===== config.mk =====
export PLATFORM = sky130hd
export DESIGN_NAME = layer_compositor
export DESIGN_NICKNAME = d
export VERILOG_FILES = /design/src/rtl/lc_pkg.sv /design/src/rtl/lc_layer_front.sv /design/src/rtl/lc_blend_chain.sv /design/src/rtl/layer_compositor.sv
export SDC_FILE = /design/constraint.sdc
export NUM_CORES = 2
export LEC_CHECK = 0
export ABC_AREA = 1
export BUFFER_PORTS_ARGS = -buffer_cell sky130_fd_sc_hd__buf_2
export CAP_MARGIN = 30
export CORE_AREA = 2 2 348 350
export DETAILED_ROUTE_END_ITERATION = 10
export DIE_AREA = 0 0 350 352
export PLACE_DENSITY = 0.7
export SLEW_MARGIN = 20
export SYNTH_ARGS = -nofsm -noshare
export SYNTH_HDL_FRONTEND = slang
export SYNTH_SLANG_ARGS = --single-unit

===== constraint.sdc =====
create_clock -name clk -period 35 [get_ports clk]
set_clock_uncertainty 0.1 [all_clocks]
set_input_delay 7 -clock clk [delete_from_list [all_inputs] [get_ports clk]]
set_output_delay 7 -clock clk [all_outputs]
set_load 0.03 [all_outputs]

===== src/rtl/lc_pkg.sv =====
package lc_pkg;
  typedef struct packed {
    logic [7:0] r;
    logic [7:0] g;
    logic [7:0] b;
  } rgb_t;

  typedef struct packed {
    rgb_t       c;
    logic [7:0] a;
  } wpix_t;

  function automatic logic [7:0] widen5(input logic [4:0] v);
    return {v, v[4:2]};
  endfunction

  function automatic logic [7:0] widen6(input logic [5:0] v);
    return {v, v[5:4]};
  endfunction

  // rounded x/255 for x <= 255*255
  function automatic logic [7:0] div255(input logic [15:0] x);
    logic [16:0] t;
    logic [16:0] s;
    t = {1'b0, x} + 17'd128;
    s = t + (t >> 8);
    return s[15:8];
  endfunction

  function automatic logic [7:0] mix_ch(input logic [7:0] s, input logic [7:0] d,
                                        input logic [7:0] a);
    logic [15:0] x;
    x = 16'(a) * 16'(s) + 16'(8'd255 - a) * 16'(d);
    return div255(x);
  endfunction

  function automatic rgb_t mix_rgb(input wpix_t src, input rgb_t dst);
    rgb_t o;
    o.r = mix_ch(src.c.r, dst.r, src.a);
    o.g = mix_ch(src.c.g, dst.g, src.a);
    o.b = mix_ch(src.c.b, dst.b, src.a);
    return o;
  endfunction
endpackage


===== src/rtl/lc_layer_front.sv =====
module lc_layer_front import lc_pkg::*; #(
  parameter int COORD_W = 12
) (
  input  logic               clk,
  input  logic               rst_n,
  input  logic [31:0]        pix,
  input  logic [COORD_W-1:0] pos_x,
  input  logic [COORD_W-1:0] pos_y,
  input  logic               on,
  input  logic               bgr,
  input  logic               wide,
  input  logic               pix_alpha,
  input  logic [7:0]         k_alpha,
  input  logic [COORD_W-1:0] x0,
  input  logic [COORD_W-1:0] x1,
  input  logic [COORD_W-1:0] y0,
  input  logic [COORD_W-1:0] y1,
  output wpix_t              q
);
  logic [7:0] first_c, mid_c, last_c;
  logic [7:0] a_nom, a_eff;
  logic       in_rect, visible;
  rgb_t       col;

  always_comb begin
    if (wide) begin
      first_c = pix[23:16];
      mid_c   = pix[15:8];
      last_c  = pix[7:0];
      a_nom   = pix_alpha ? pix[31:24] : k_alpha;
    end else begin
      first_c = widen5(pix[15:11]);
      mid_c   = widen6(pix[10:5]);
      last_c  = widen5(pix[4:0]);
      a_nom   = widen6(k_alpha[5:0]);
    end
    col.r   = bgr ? last_c : first_c;
    col.g   = mid_c;
    col.b   = bgr ? first_c : last_c;
    in_rect = (pos_x >= x0) && (pos_x <= x1) && (pos_y >= y0) && (pos_y <= y1);
    visible = on && in_rect;
    a_eff   = visible ? a_nom : 8'd0;
  end

  always_ff @(posedge clk) begin
    if (!rst_n) q <= '0;
    else        q <= '{c: col, a: a_eff};
  end

  assert_off_clear_R3: assert property (@(posedge clk) disable iff (!rst_n)
    (!on) |=> (q.a == 8'd0));

  assert_outside_clear_R4: assert property (@(posedge clk) disable iff (!rst_n)
    ((pos_x > x1) || (pos_x < x0) || (pos_y > y1) || (pos_y < y0)) |=> (q.a == 8'd0));

  assert_pixel_alpha_R9: assert property (@(posedge clk) disable iff (!rst_n)
    (on && wide && pix_alpha && (pos_x >= x0) && (pos_x <= x1) && (pos_y >= y0) && (pos_y <= y1))
      |=> (q.a == $past(pix[31:24])));
endmodule


===== src/rtl/lc_blend_chain.sv =====
module lc_blend_chain import lc_pkg::*; #(
  parameter int NUM_LAYERS = 4
) (
  input  logic  clk,
  input  logic  rst_n,
  input  wpix_t lay [NUM_LAYERS],
  input  logic  bg_on,
  input  rgb_t  bg,
  output rgb_t  mixed
);
  rgb_t acc [NUM_LAYERS+1];
  logic upper_clear, all_clear;

  assign acc[NUM_LAYERS] = '0;

  for (genvar i = 0; i < NUM_LAYERS; i++) begin : g_stage
    if (i == NUM_LAYERS - 1) begin : g_last
      assign acc[i] = bg_on ? bg : mix_rgb(lay[i], acc[i+1]);
    end else begin : g_mid
      assign acc[i] = mix_rgb(lay[i], acc[i+1]);
    end
  end

  always_comb begin
    upper_clear = 1'b1;
    for (int j = 0; j < NUM_LAYERS - 1; j++)
      if (lay[j].a != 8'd0) upper_clear = 1'b0;
    all_clear = upper_clear && (lay[NUM_LAYERS-1].a == 8'd0);
  end

  always_ff @(posedge clk) begin
    if (!rst_n) mixed <= '0;
    else        mixed <= acc[0];
  end

  assert_top_opaque_R2: assert property (@(posedge clk) disable iff (!rst_n)
    (lay[0].a == 8'd255) |=> (mixed == $past(lay[0].c)));

  assert_bg_shows_R11: assert property (@(posedge clk) disable iff (!rst_n)
    (bg_on && upper_clear) |=> (mixed == $past(bg)));

  assert_black_base_R10: assert property (@(posedge clk) disable iff (!rst_n)
    (!bg_on && all_clear) |=> (mixed == '0));
endmodule


===== src/rtl/layer_compositor.sv =====
module layer_compositor import lc_pkg::*; #(
  parameter int NUM_LAYERS = 4,
  parameter int COORD_W    = 12
) (
  input  logic                          clk,
  input  logic                          rst_n,
  input  logic                          in_valid,
  input  logic                          in_hsync,
  input  logic                          in_vsync,
  input  logic [COORD_W-1:0]            pos_x,
  input  logic [COORD_W-1:0]            pos_y,
  input  logic [NUM_LAYERS*32-1:0]      layer_pix,
  input  logic [NUM_LAYERS-1:0]         layer_on,
  input  logic [NUM_LAYERS-1:0]         layer_bgr,
  input  logic [NUM_LAYERS-1:0]         layer_wide,
  input  logic [NUM_LAYERS-1:0]         layer_pix_alpha,
  input  logic [NUM_LAYERS*8-1:0]       layer_k_alpha,
  input  logic [NUM_LAYERS*COORD_W-1:0] win_x0,
  input  logic [NUM_LAYERS*COORD_W-1:0] win_x1,
  input  logic [NUM_LAYERS*COORD_W-1:0] win_y0,
  input  logic [NUM_LAYERS*COORD_W-1:0] win_y1,
  input  logic                          bg_mode,
  input  logic [23:0]                   bg_color,
  output logic                          out_valid,
  output logic                          out_hsync,
  output logic                          out_vsync,
  output logic [23:0]                   out_rgb
);
  localparam int LAT = 2;

  wpix_t      stage [NUM_LAYERS];
  rgb_t       bg_q, mixed;
  logic       bg_mode_q;
  logic [LAT-1:0] vd, hd, sd;
  logic [1:0] warm;

  for (genvar i = 0; i < NUM_LAYERS; i++) begin : g_layer
    lc_layer_front #(.COORD_W(COORD_W)) u_front (
      .clk       (clk),
      .rst_n     (rst_n),
      .pix       (layer_pix[i*32 +: 32]),
      .pos_x     (pos_x),
      .pos_y     (pos_y),
      .on        (layer_on[i]),
      .bgr       (layer_bgr[i]),
      .wide      (layer_wide[i]),
      .pix_alpha (layer_pix_alpha[i]),
      .k_alpha   (layer_k_alpha[i*8 +: 8]),
      .x0        (win_x0[i*COORD_W +: COORD_W]),
      .x1        (win_x1[i*COORD_W +: COORD_W]),
      .y0        (win_y0[i*COORD_W +: COORD_W]),
      .y1        (win_y1[i*COORD_W +: COORD_W]),
      .q         (stage[i])
    );
  end

  always_ff @(posedge clk) begin
    if (!rst_n) begin
      bg_q      <= '0;
      bg_mode_q <= 1'b0;
      vd        <= '0;
      hd        <= '0;
      sd        <= '0;
      warm      <= '0;
    end else begin
      bg_q      <= bg_color;
      bg_mode_q <= bg_mode;
      vd        <= {vd[LAT-2:0], in_valid};
      hd        <= {hd[LAT-2:0], in_hsync};
      sd        <= {sd[LAT-2:0], in_vsync};
      if (warm != 2'd2) warm <= warm + 2'd1;
    end
  end

  lc_blend_chain #(.NUM_LAYERS(NUM_LAYERS)) u_blend (
    .clk   (clk),
    .rst_n (rst_n),
    .lay   (stage),
    .bg_on (bg_mode_q),
    .bg    (bg_q),
    .mixed (mixed)
  );

  assign out_valid = vd[LAT-1];
  assign out_hsync = hd[LAT-1];
  assign out_vsync = sd[LAT-1];
  assign out_rgb   = mixed;

  assert_valid_delay_R1: assert property (@(posedge clk) disable iff (!rst_n)
    (warm == 2'd2) |-> (out_valid == $past(in_valid, 2)));

  assert_sync_delay_R1: assert property (@(posedge clk) disable iff (!rst_n)
    (warm == 2'd2) |-> ((out_hsync == $past(in_hsync, 2)) && (out_vsync == $past(in_vsync, 2))));

  assert_quiet_after_reset_R12: assert property (@(posedge clk)
    (!rst_n) |=> (!out_valid && (out_rgb == 24'd0)));
endmodule


### Yosys cells after proc, flatten, opt, wreduce, memory -nomap -nowiden

Cells that the tools add are included.

| storage, ports and cells | value |
|---|---|
| register bits after elaboration | 183 |

| cells by class | value |
|---|---|
| $add $sub $neg | 36 |
| multipliers | 21 |
| order comparisons | 16 |
| multiplexer cells | 29 |
| reduce and logical (&&, ||, !) cells | 20 |

Operators by type and width:

| operator | number |
|---|---|
| 8-bit 2-to-1 mux | 28 |
| 16-bit by 8-bit adder with 17-bit output (second input constant) | 12 |
| 16-bit by 9-bit adder with 16-bit output | 12 |
| 8-bit by 8-bit multiplier with 16-bit output | 12 |
| 16-bit adder | 9 |
| 16-bit by 8-bit multiplier with 16-bit output | 8 |
| 12-bit greater-or-equal comparator | 8 |
| 12-bit less-or-equal comparator | 8 |
| 8-bit by 8-bit subtractor with 9-bit output (first input constant) | 3 |
| 24-bit 2-to-1 mux | 1 |
| 1-bit logical AND | 16 |
| 9-bit by 9-bit multiplier with 16-bit output | 1 |
| 2-bit AND reduction | 4 |

### Longest topological paths before layout

| depth | value |
|---|---|
| depth in word-level cells | 16 |
| gate-level depth with buffers | 151 |
| depth with buffers taken out | 150 |

### Hierarchy

A second synthesis with hierarchy kept.

| unflattened totals | value |
|---|---|
| cell total of the unflattened synthesis | 9,267 |
| area total of the unflattened synthesis | 65,940.7 um2 |

By module, submodules not included:

| module | times used | cells an instance | area an instance (um2) | sequential area each (um2) |
|---|---|---|---|---|
| lc_blend_chain | 1 | 7,575 | 54,583.6 | 480.5 |
| lc_layer_front | 4 | 399 | 2,617.5 | 640.6 |
| layer_compositor | 1 | 96 | 887.1 | 620.6 |

### Least setup slack after synthesis

No wires, ideal clock.

| timing path | value |
|---|---|
| path kind | reg2reg |
| start point | register g_layer[3].u_front.q[7] (netlist name) |
| end point | register u_blend.mixed[20] (netlist name) |
| data arrival time | 23,542 ps |
| data required time | 34,785 ps |
| setup slack | 11,243 ps |
| stages on the path, launching flop included | 135 |
| path buffers | 1 |
| clock period less this slack | 23,757 ps |
| cell sequence | dfxtp_1 clkbuf_1 nand2_1 fa_1 fa_1 inv_1 fa_1 inv_1 fa_1 inv_1 ha_1 nand3_1 nand3_1 a21oi_1 o21ai_0 a21boi_0 or2_2 inv_1 [99 not listed] nand3_1 nor2_1 inv_1 nand2_1 inv_1 ha_1 a21oi_1 nand2_1 a21oi_1 nor2_1 nor2_1 nor2_1 nand3_1 nand2_1 nand2_1 nand2_1 a21oi_1 nor2_1 |

| between the ends | value |
|---|---|
| word-level cells in the longest chain between the ends | 16 |

Ends and longest elaborated chain:

| what | line | source |
|---|---|---|
| start, declared | lc_layer_front.sv:18 | `output wpix_t q` |
| start signal, assigned | lc_layer_front.sv:47 | `else q <= '{c: col, a: a_eff};` |
| 8-bit by 8-bit multiplier with 16-bit output | lc_pkg.sv:33 | `x = 16'(a) * 16'(s) + 16'(8'd255 - a) * 16'(d);` |
| 16-bit by 8-bit adder with 17-bit output | lc_pkg.sv:25 | `t = {1'b0, x} + 17'd128;` |
| 16-bit by 9-bit adder with 16-bit output | lc_pkg.sv:26 | `s = t + (t >> 8);` |
| 24-bit 2-to-1 mux | lc_blend_chain.sv:18 | `assign acc[i] = bg_on ? bg : mix_rgb(lay[i], acc[i+1]);` |
| 16-bit by 8-bit multiplier with 16-bit output | lc_pkg.sv:33 |  |
| 16-bit adder | lc_pkg.sv:33 |  |
| 16-bit by 8-bit adder with 17-bit output | lc_pkg.sv:25 |  |
| 16-bit by 9-bit adder with 16-bit output | lc_pkg.sv:26 |  |
| 16-bit by 8-bit multiplier with 16-bit output | lc_pkg.sv:33 |  |
| 16-bit adder | lc_pkg.sv:33 |  |
| 16-bit by 8-bit adder with 17-bit output | lc_pkg.sv:25 |  |
| 16-bit by 9-bit adder with 16-bit output | lc_pkg.sv:26 |  |
| 9-bit by 9-bit multiplier with 16-bit output | lc_pkg.sv:33 |  |
| 16-bit adder | lc_pkg.sv:33 |  |
| 16-bit by 8-bit adder with 17-bit output | lc_pkg.sv:25 |  |
| 16-bit by 9-bit adder with 16-bit output | lc_pkg.sv:26 |  |

Every way passes these cells.
A chain may end at the register's enable or synchronous reset.

### Worst setup path after layout

| timing path | value |
|---|---|
| start point | register g_layer[3].u_front.q[7] (netlist name) |
| end point | register u_blend.mixed[12] (netlist name) |

| between the ends | value |
|---|---|
| word-level cells in the longest chain between the ends | 16 |

Ends and longest elaborated chain:

| what | line |
|---|---|
| 8-bit by 8-bit multiplier with 16-bit output | lc_pkg.sv:33 |
| 16-bit by 8-bit adder with 17-bit output | lc_pkg.sv:25 |
| 16-bit by 9-bit adder with 16-bit output | lc_pkg.sv:26 |
| 24-bit 2-to-1 mux | lc_blend_chain.sv:18 |
| 16-bit by 8-bit multiplier with 16-bit output | lc_pkg.sv:33 |
| 16-bit adder | lc_pkg.sv:33 |
| 16-bit by 8-bit adder with 17-bit output | lc_pkg.sv:25 |
| 16-bit by 9-bit adder with 16-bit output | lc_pkg.sv:26 |
| 16-bit by 8-bit multiplier with 16-bit output | lc_pkg.sv:33 |
| 16-bit adder | lc_pkg.sv:33 |
| 16-bit by 8-bit adder with 17-bit output | lc_pkg.sv:25 |
| 16-bit by 9-bit adder with 16-bit output | lc_pkg.sv:26 |
| 16-bit by 8-bit multiplier with 16-bit output | lc_pkg.sv:33 |
| 16-bit adder | lc_pkg.sv:33 |
| 16-bit by 8-bit adder with 17-bit output | lc_pkg.sv:25 |
| 16-bit by 9-bit adder with 16-bit output | lc_pkg.sv:26 |

Every way passes these cells.

==> flow_metrics.env <==
export IMPL_reg2reg_depth=126
export IMPL_path_max_fanout=24
export IMPL_synth_edf_count=0
export IMPL_drt_iter0_markers=3573
export IMPL_grt_setup_unrepaired="no"
export IMPL_wl_um=183400
export IMPL_firstDrtPassIters=8
export IMPL_cts_buffer_depth=2
export IMPL_syn_area_per_cell_sq_um=7.176
export IMPL_drv_cap=0
export IMPL_htree_levels=4
export IMPL_fin_nets=11730
export IMPL_ios=449
export IMPL_start_kind="flop"
export IMPL_arrival_ps=27410
export IMPL_drive_gt1_share_pct=7.386
export IMPL_ff2ff_setup_slack_ps=7970
export IMPL_cp_startpoint="g_layer[3].u_front.q[7]"
export IMPL_start_util_pct=54.86
export IMPL_finalCriticalPeriod_ps=27030
export IMPL_die_x_um=350
export IMPL_cts_buffers=17
export IMPL_clock_sinks=183
export IMPL_worst_slew_pin_slew_ps=976.3
export IMPL_r2r_start="g_layer[3].u_front.q[7]"
export IMPL_gp_congestion=0.9572
export IMPL_r2r_end="u_blend.mixed[12]"
export IMPL_crit_type="flop to flop"
export IMPL_syn_inst=9123
export IMPL_post_cts_buffers=0
export IMPL_ys_seq_elements=183
export IMPL_ys_seq_area_share_pct=5.596
export IMPL_antenna_found_initial=12
export IMPL_ys_flop_type="dfxtp_1"
export IMPL_crit_path_max_incr_delay_ps=930
export IMPL_synthArstFlopShare_pct=0
export IMPL_finalMaxSlewViolations=0
export IMPL_grt_pass1_wl_um=299700
export IMPL_hp_start="hd[0]"
export IMPL_final_setup_tns_ps=0
export IMPL_root_buffer="clkbuf_16"
export IMPL_grt_usage_pct=30.63
export IMPL_fin_area_sq_mm=0.06945
export IMPL_grt_max_degree=72
export IMPL_syn_nets=11520
export IMPL_ys_types=63
export IMPL_grt_overflow_total=0
export IMPL_wl_per_cell_um=16.71
export IMPL_cts_tree="done"
export IMPL_die_height_um=352
export IMPL_max_slew_margin_rel_pct=34.47
export IMPL_drc_errors=0
export IMPL_cts_hold_buf=0
export IMPL_max_freq_mhz=37.00
export IMPL_die_area_sq_mm=0.1232
export IMPL_holdCritPathClass="flop to flop"
export IMPL_synth_cell_area_sq_mm=0.06546
export IMPL_rows=127
export IMPL_cts_clk_slew_worst_paths_ps=80
export IMPL_cpMostUsedCell="nand2_1"
export IMPL_core_region_area_sq_mm=0.1193
export IMPL_antenna_left=0
export IMPL_finalCritPeriodShare_pct=77.23
export IMPL_port_buffers=448
export IMPL_viasPerCell=5.193
export IMPL_layout_common_cells="inv_1, nand2_1, ha_1"
export IMPL_place_area_sq_mm=0.06885
export IMPL_clk_latency_ps=540
export IMPL_hold_viol=0
export IMPL_endpoint="u_blend.mixed[12]"
export IMPL_worst_setup_path_end_kind="flop"
export IMPL_grt_pass1_vias=58740
export IMPL_yosysWarnings=0
export IMPL_layout_commonest_cell="inv_1"
export IMPL_area_delta_synth_final_pct=6.089
export IMPL_status="finished clean"
export IMPL_cts_resized=0
export IMPL_place_hpwl_um=155300
export IMPL_n_fill_cell=11360
export IMPL_vias=56990
export IMPL_worst_path_max_delay_cell="dfxtp_1"
export IMPL_required_ps=35380
export IMPL_setup_viol=0
## cells in the mapped netlist, drive strengths merged, types with 3 or more instances
library cell / number / area, sq um
clkinv: 10 / 37.54
a211oi: 13 / 97.59
o31ai: 5 / 37.54
nor3b: 3 / 27.52
o22ai: 3 / 18.77
ha: 997 / 12470
nand4: 100 / 644.4
o21bai: 28 / 210.2
inv: 2507 / 9410
a31o: 3 / 26.28
nand2: 2024 / 7740
a21o: 21 / 157.7
and2: 6 / 37.54
nor4: 5 / 31.28
xnor2: 70 / 688.2
fa: 973 / 19480
a21oi: 294 / 1498
dfxtp: 183 / 3664
nor3: 41 / 215.2
or2: 41 / 256.5
xor2: 86 / 820.8
a21boi: 3 / 22.52
clkbuf: 244 / 994.7
o2111ai: 5 / 43.79
o211ai: 13 / 97.59
o21ai: 222 / 1134
nand3b: 18 / 135.1
nor2: 684 / 2668
a31oi: 83 / 519.3
nand3: 385 / 2009
buf: 40 / 158.9
## registers in the layout, summed over array words and instances, names as in the netlist
register	count
g_layer.u_front.q	128
bg_q	24
u_blend.mixed	24
hd	2
sd	2
vd	2
bg_mode_q	1
## area by class of cell
cell class                      count  area (sq um)  share of cell area (%)
Timing Repair Buffer              484          2515                   3.621
Multi-Input combinational cell   6139         51200                   73.72
Clock buffer                       17         425.4                  0.6125
Tap cell                         1612          2017                   2.904
Antenna cell                        8         20.02                 0.02883
Clock inverter                     15         157.7                  0.2270
Sequential cell                   183          3669                   5.282
Inverter                         2517          9448                   13.60
## through the flow
stage / std cells / utilization (%) / setup slack (ps) / hold slack, ps
detailed placement: 10940 / 57.69 / 8166 / 309.0
global placement: 10930 / 57.68 / 8607 / 297.3
floorplan: 9123 / - / 11240 / 290.5
CTS: 10970 / 58.18 / 8098 / 322.6
global route: 10970 / 58.19 / 5661 / 341.2
finish: 10980 / 58.20 / 7970 / 319.3
## logic make-up (layout without fill, tap and decap cells)
logic type	count (synthesis)	count (layout)	share of synthesized area, %
AND/OR/NAND/NOR	3311	3311	21.08
buffers and inverters	2801	3033	16.19
adder cells (fa/ha/maj)	1970	1970	48.81
AO/OA/AOI/OAI	702	702	6.017
flip-flops	183	183	5.596
XOR/XNOR	156	156	2.305
other	0	8	0
## routing by layer
metal  wire length, um  vias up  GRT usage [%]  part of all wire [%]
met5                40        -              0                 0.022
met4              6670        6          11.16                   3.6
met3             14810      317          6.971                   8.1
met2             86100     1932          50.97                    47
met1             75780    27130          38.75                    41
li1                  -    27610              -                     -
## critical path, delay by kind of cell (launching register included)
family / cells / cell delay (ps)
xor+xnor: 4 / 1350
compound gates: 17 / 3260
buf+inv: 22 / 1680
flops: 1 / 930
fa+ha+maj: 30 / 13560
simple gates: 53 / 6040
## worst min path at each step
stage          cells after the start  slack, ps  endpoint
2_1_floorplan                      2        290     hd[1]
3_3_place_gp                       2        300     vd[1]
3_5_place_dp                       2        310     vd[1]
4_1_cts                            2        320     hd[1]
5_1_grt                            2        340     hd[1]
6_report                           2        320     hd[1]
Power is not shown: default switching activity piles up to over one toggle a cycle in this logic, so the estimate is an artifact.
